File: config.mk
export PLATFORM = sky130hd
export DESIGN_NAME = sha_alu
export DESIGN_NICKNAME = d
export VERILOG_FILES = /design/src/rtl/sha_pkg.sv /design/src/rtl/sha_slice.sv /design/src/rtl/sha_ovf.sv /design/src/rtl/sha_alu.sv
export SDC_FILE = /design/constraint.sdc
export NUM_CORES = 1
export LEC_CHECK = 0
export BUFFER_PORTS_ARGS = -buffer_cell sky130_fd_sc_hd__buf_2
export CAP_MARGIN = 20
export CORE_MARGIN = 3
export CORE_UTILIZATION = 37
export CTS_CLUSTER_SIZE = 25
export DETAILED_ROUTE_END_ITERATION = 12
export PLACE_DENSITY = 0.57
export SYNTH_ARGS = -nofsm -noshare
export SYNTH_HDL_FRONTEND = slang
export SYNTH_SLANG_ARGS = --single-unit
File: constraint.sdc
create_clock -name clk -period 8.4 [get_ports clk]
set_input_delay 1.26 -clock clk [delete_from_list [all_inputs] [get_ports clk]]
set_output_delay 1.26 -clock clk [all_outputs]
set_load 0.02 [all_outputs]
File: src/rtl/sha_pkg.sv
package sha_pkg;
  localparam int OP_W = 3;

  localparam logic [OP_W-1:0] OP_ADD = 3'd0;
  localparam logic [OP_W-1:0] OP_SUB = 3'd1;
  localparam logic [OP_W-1:0] OP_AND = 3'd2;
  localparam logic [OP_W-1:0] OP_OR  = 3'd3;
  localparam logic [OP_W-1:0] OP_XOR = 3'd4;
endpackage

File: src/rtl/sha_slice.sv
// One half-width slice of the datapath: add/sub with carry-in, or bitwise logic.
module sha_slice
  import sha_pkg::*;
#(
  parameter int W = 16
) (
  input  logic [OP_W-1:0] op_i,
  input  logic [W-1:0]    a_i,
  input  logic [W-1:0]    b_i,
  input  logic            cin_i,
  output logic [W-1:0]    res_o,
  output logic            cout_o
);
  logic [W-1:0] b_eff;
  logic [W:0]   sum;

  always_comb begin
    b_eff  = (op_i == OP_SUB) ? ~b_i : b_i;
    sum    = {1'b0, a_i} + {1'b0, b_eff} + {{W{1'b0}}, cin_i};
    res_o  = '0;
    cout_o = 1'b0;
    case (op_i)
      OP_ADD, OP_SUB: begin
        res_o  = sum[W-1:0];
        cout_o = sum[W];
      end
      OP_AND:  res_o = a_i & b_i;
      OP_OR:   res_o = a_i | b_i;
      OP_XOR:  res_o = a_i ^ b_i;
      default: res_o = '0;
    endcase
  end
endmodule

File: src/rtl/sha_ovf.sv
// Signed overflow from the sign bits of the upper slice.
module sha_ovf
  import sha_pkg::*;
(
  input  logic [OP_W-1:0] op_i,
  input  logic            a_msb_i,
  input  logic            b_msb_i,
  input  logic            r_msb_i,
  output logic            ovf_o
);
  always_comb begin
    case (op_i)
      OP_ADD:  ovf_o = (a_msb_i == b_msb_i) && (r_msb_i != a_msb_i);
      OP_SUB:  ovf_o = (a_msb_i != b_msb_i) && (r_msb_i != a_msb_i);
      default: ovf_o = 1'b0;
    endcase
  end
endmodule

File: src/rtl/sha_alu.sv
// Three-stage staggered ALU: lower half, upper half, flags.
module sha_alu
  import sha_pkg::*;
#(
  parameter int DATA_W = 32
) (
  input  logic              clk,
  input  logic              rst_n,
  input  logic              iss_valid,
  input  logic [OP_W-1:0]   iss_op,
  input  logic [DATA_W-1:0] iss_a,
  input  logic [DATA_W-1:0] iss_b,
  input  logic              iss_a_sel,
  input  logic              iss_b_sel,
  output logic              res_valid,
  output logic [DATA_W-1:0] res_data,
  output logic              res_zero,
  output logic              res_sign,
  output logic              res_carry,
  output logic              res_ovf
);
  localparam int HALF_W   = DATA_W / 2;
  localparam int NUM_OPND = 2;

  // stage valid bits
  logic l_vld_q, h_vld_q, f_vld_q;

  // lower-half stage registers
  logic [OP_W-1:0]   l_op_q;
  logic [HALF_W-1:0] l_lo_q;
  logic              l_cy_q;

  // upper-half stage registers
  logic [HALF_W-1:0] h_lo_q;
  logic [HALF_W-1:0] h_hi_q;
  logic              h_cy_q;
  logic              h_ov_q;

  // output stage registers
  logic [DATA_W-1:0] f_data_q;
  logic              f_zero_q, f_sign_q, f_cy_q, f_ov_q;

  // operand paths
  logic [NUM_OPND-1:0][DATA_W-1:0] port_opnd;
  logic [NUM_OPND-1:0]             port_sel;
  logic [NUM_OPND-1:0][HALF_W-1:0] lo_opnd;
  logic [NUM_OPND-1:0][HALF_W-1:0] hi_opnd;

  // combinational stage results
  logic [HALF_W-1:0] lo_res, hi_res;
  logic              lo_cout, hi_cout, hi_ovf, lo_cin;

  // next-state and enables
  logic              l_en, h_en, f_en;
  logic              f_zero_d, f_sign_d;

  assign port_opnd = {iss_b, iss_a};
  assign port_sel  = {iss_b_sel, iss_a_sel};

  // Per-operand forwarding: lower half from the first-stage register at issue,
  // upper half from the second-stage register one cycle later.
  for (genvar k = 0; k < NUM_OPND; k++) begin : g_opnd
    logic [HALF_W-1:0] hi_port_q;
    logic              sel_q;

    assign lo_opnd[k] = port_sel[k] ? l_lo_q : port_opnd[k][HALF_W-1:0];
    assign hi_opnd[k] = sel_q ? h_hi_q : hi_port_q;

    always_ff @(posedge clk) begin
      if (l_en) begin
        hi_port_q <= port_opnd[k][DATA_W-1:HALF_W];
        sel_q     <= port_sel[k];
      end
    end
  end

  assign lo_cin = (iss_op == OP_SUB);

  sha_slice #(.W(HALF_W)) u_lo_slice (
    .op_i   (iss_op),
    .a_i    (lo_opnd[0]),
    .b_i    (lo_opnd[1]),
    .cin_i  (lo_cin),
    .res_o  (lo_res),
    .cout_o (lo_cout)
  );

  sha_slice #(.W(HALF_W)) u_hi_slice (
    .op_i   (l_op_q),
    .a_i    (hi_opnd[0]),
    .b_i    (hi_opnd[1]),
    .cin_i  (l_cy_q),
    .res_o  (hi_res),
    .cout_o (hi_cout)
  );

  sha_ovf u_ovf (
    .op_i    (l_op_q),
    .a_msb_i (hi_opnd[0][HALF_W-1]),
    .b_msb_i (hi_opnd[1][HALF_W-1]),
    .r_msb_i (hi_res[HALF_W-1]),
    .ovf_o   (hi_ovf)
  );

  // next-state logic
  always_comb begin
    l_en     = iss_valid;
    h_en     = l_vld_q;
    f_en     = h_vld_q;
    f_zero_d = (h_lo_q == '0) && (h_hi_q == '0);
    f_sign_d = h_hi_q[HALF_W-1];
  end

  // valid pipeline
  always_ff @(posedge clk or negedge rst_n) begin
    if (!rst_n) begin
      l_vld_q <= 1'b0;
      h_vld_q <= 1'b0;
      f_vld_q <= 1'b0;
    end else begin
      l_vld_q <= iss_valid;
      h_vld_q <= l_vld_q;
      f_vld_q <= h_vld_q;
    end
  end

  // data pipeline, clock-enabled per stage
  always_ff @(posedge clk) begin
    if (l_en) begin
      l_op_q <= iss_op;
      l_lo_q <= lo_res;
      l_cy_q <= lo_cout;
    end
    if (h_en) begin
      h_lo_q <= l_lo_q;
      h_hi_q <= hi_res;
      h_cy_q <= hi_cout;
      h_ov_q <= hi_ovf;
    end
    if (f_en) begin
      f_data_q <= {h_hi_q, h_lo_q};
      f_zero_q <= f_zero_d;
      f_sign_q <= f_sign_d;
      f_cy_q   <= h_cy_q;
      f_ov_q   <= h_ov_q;
    end
  end

  assign res_valid = f_vld_q;
  assign res_data  = f_data_q;
  assign res_zero  = f_zero_q;
  assign res_sign  = f_sign_q;
  assign res_carry = f_cy_q;
  assign res_ovf   = f_ov_q;
endmodule

==> results_dict.tcl <==
set metrics [dict create \
    r2r-end "h_cy_q$_SDFFCE_PN0P_" \
    worstSetupStartpointType "input port" \
    regToRegSetupSlack_ns 3.74 \
    synth_cell_types 57 \
    drt_iter0_drc 279 \
    rsz0062_at_grt "false" \
    finalNonFillerCells 1149 \
    critPathSlowestCell "or3b_1" \
    grt_pass1_vias 5812 \
    ys_ff_latch 126 \
    maxCapViolCount 0 \
    grt.overflow.total 0 \
    hold_buffers 0 \
    multi_input_area_sq_um 4140 \
    syn_to_final_growth_pct 16.7 \
    syn-mean-instance-area_sq_um 11.0 \
    drcViolationCount 0 \
    setup_viol 0 \
    crit_top_cell "a21o_1" \
    start_util_pct 37.8 \
    fin_skew_ns 0.00980 \
    ios 109 \
    ff2ff_path_depth 12 \
    dpl.hpwl_um 14200 \
    synth_edf_count 123 \
    coreArea_sq_um 22000 \
    clock_path_buffers 2 \
    period_share_pct 60.4 \
    grt_usage_pct 16.7 \
    synthArstFlopShare_pct 2.38 \
    dr.pass1.iters 4 \
    power_density_nw_per_um2 231 \
    worstMarginPinSlew_ns 1.10 \
    cp_max_fo 34 \
    slew_headroom_pct 26.2 \
    avgRoutedWirePerCell_um 17.5 \
    post_dp_cell_area_sq_um 9110 \
    dp_cells 1117 \
    min_to "res_carry$_DFFE_PP_" \
    dieArea_sq_um 24300 \
    synth_nets 924 \
    dieHeight_um 156 \
    via_per_inst 5.14 \
    crit_type "input port to flop" \
    arrival_ns 5.26 \
    hold_violations 0 \
    status "finished, final reports clean" \
    register_area_sq_um 3770 \
    portBuffers 108 \
    die_width_um 156 \
    hold_path_depth 0 \
    slew_viol_final 0 \
    cts_tree "yes" \
    fp-row-count 54 \
    path_buf_inv 1 \
    grt_antenna_before_repair 0 \
    cts_inserted_buffers 17 \
    netlist_area_sq_um 8310 \
    timing.fmax_mhz 197 \
    grt_pass1_wl_um 31400 \
    insertion_delay_ns 0.43 \
    crit_path_end_kind "flop" \
    cts_resized 0 \
    hp-start "h_cy_q$_SDFFCE_PN0P_" \
    fillers 2110 \
    postRouteAntennaNets 0 \
    antenna_cells 0 \
    crit_required_ns 8.59 \
    min_period_ns 5.07 \
    cts_root_buffer "clkbuf_16" \
    netlist_instances 755 \
    design_area_sq_um 9700 \
    critical_path.top_delay_family "compound AO/OA/AOI/OAI gates" \
    ir_drop_mv 0.123 \
    routed_wl_um 20100 \
    postCtsSetupRepairBufs 0 \
    grt_max_degree 56 \
    gp_congestion 0.871 \
    worstPathCellList "buf_2, or3b_1, xor2_1, fa_1, a21o_1, a21o_1, a311oi_1, nor4_1, o31a_1, or3_1, a31o_2" \
    holdCritPathClass "flop to flop" \
    drive_gt1_share_pct 19.3 \
    yosysSeqAreaShare_pct 45.4 \
    final.setup.tns_ns 0 \
    ys.warnings.count 0 \
    p_leak_nw 4.28 \
    clkSlewWorstSetupHoldPaths_ns 0.06 \
    finalNetCount 1025 \
    via_count 5903 \
    cts_max_level 4 \
    timing.rr.start "l_op_q[1]$_DFFE_PP_" \
    cts_sinks 126 \
    ys.flop_type "edfxtp_1" \
    cpPeakStageDelay_ns 0.80 \
]
## Yosys cell counts, types with 4 or more instances
library cell | number | area, sq um
edfxtp_1 | 123 | 3690
a211oi_1 | 18 | 135
nand3_1 | 4 | 20.0
nor2_1 | 55 | 206
nor4_1 | 9 | 56.3
xnor2_1 | 23 | 201
o221ai_1 | 4 | 35.0
nor3_1 | 6 | 30.0
buf_1 | 6 | 22.5
xor2_1 | 28 | 245
a21oi_1 | 55 | 275
nand4_1 | 4 | 25.0
nor2b_1 | 10 | 62.6
a21o_1 | 14 | 105
mux2i_1 | 54 | 541
buf_2 | 6 | 30.0
ha_1 | 94 | 1180
a31oi_1 | 5 | 31.3
nand2_1 | 32 | 120
o21ai_0 | 34 | 170
clkbuf_1 | 19 | 71.3
mux2_2 | 14 | 158
inv_1 | 72 | 270
o22ai_1 | 6 | 37.5
## metrics by stage
| step | total power, mW | hold WS (ns) | utilization [%] | worst slack (ns) |
|---|---|---|---|---|
| floorplan | 1.34 | 0.400 | - | 3.60 |
| global placement | 1.51 | 0.404 | 41.5 | 2.89 |
| detailed placement | 1.51 | 0.412 | 41.5 | 2.87 |
| CTS | 2.26 | 0.424 | 44.2 | 3.31 |
| global route | 2.38 | 0.435 | 44.2 | 3.12 |
| finish | 2.24 | 0.426 | 44.2 | 3.33 |
## state kept, by name, summed over array words and instances, names as in the netlist
signal	flops
res_zero	1
h_lo_q	16
res_data	32
l_op_q	3
f_en	1
h_hi_q	16
res_ovf	1
g_opnd.hi_port_q	32
h_en	1
h_ov_q	1
res_valid	1
h_cy_q	1
res_carry	1
g_opnd.sel_q	2
l_lo_q	16
l_cy_q	1
## routing by layer
layer,vias up,wire length (um),GRT usage (%)
li1,2951,-,-
met1,2801,8690,20.5
met2,129,10200,29.7
met3,22,873,3.55
met4,0,286,4.67
met5,-,0,0
## area by class of cell
cell class                      count  share of cell area, %
Tap cell                          280                   3.61
Multi-Input combinational cell    525                   42.7
Sequential cell                   126                   38.8
Timing Repair Buffer              114                   6.04
Inverter                           72                   2.79
Clock inverter                     14                   1.63
Clock buffer                       18                   4.42
## report_power, final
part           internal, mW  switching (mW)  total [mW]
clock                 0.442           0.293       0.734
sequential            0.780          0.0483       0.828
combinational         0.287           0.389       0.675
total                  1.51           0.730        2.24
## placed cells by master (no fill, tap or decap), types with 4 or more instances in the layout
cell type	synthesis	routed
a211oi_1	18	18
a21o_1	14	14
a21oi_1	55	55
a31oi_1	5	5
buf_2	6	108
buf_4	1	6
clkbuf_16	0	17
edfxtp_1	123	123
ha_1	94	94
inv_1	72	72
inv_6	0	5
mux2_2	14	14
mux2i_1	54	54
nand2_1	32	32
nand3_1	4	4
nand4_1	4	4
nor2_1	55	55
nor2b_1	10	10
nor3_1	6	6
nor4_1	9	9
o21ai_0	34	34
o221ai_1	4	4
o22ai_1	6	6
xnor2_1	23	23
xor2_1	28	28
## worst max path at each step
stage	from	to	slack, ns	cells after the start
CTS	iss_op[0]	l_lo_q[14]$_DFFE_PP_	3.31	11
finish	iss_op[0]	l_lo_q[14]$_DFFE_PP_	3.33	11
global placement	iss_op[0]	l_lo_q[14]$_DFFE_PP_	2.89	11
global route	iss_op[0]	l_lo_q[14]$_DFFE_PP_	3.12	11
floorplan	iss_op[1]	l_lo_q[14]$_DFFE_PP_	3.60	13
detailed placement	iss_op[0]	l_lo_q[14]$_DFFE_PP_	2.87	11
## kinds of logic after synthesis
group           Yosys count  share of synthesized area [%]
compound gates          168                           13.0
xor+xnor                 51                           5.38
fa+ha+maj                97                           14.9
buf+inv                 104                           4.83
flops                   126                           45.4
mux                      69                           8.67
simple gates            140                           7.92
No activity file was read; power rests on OpenSTA's default activity.
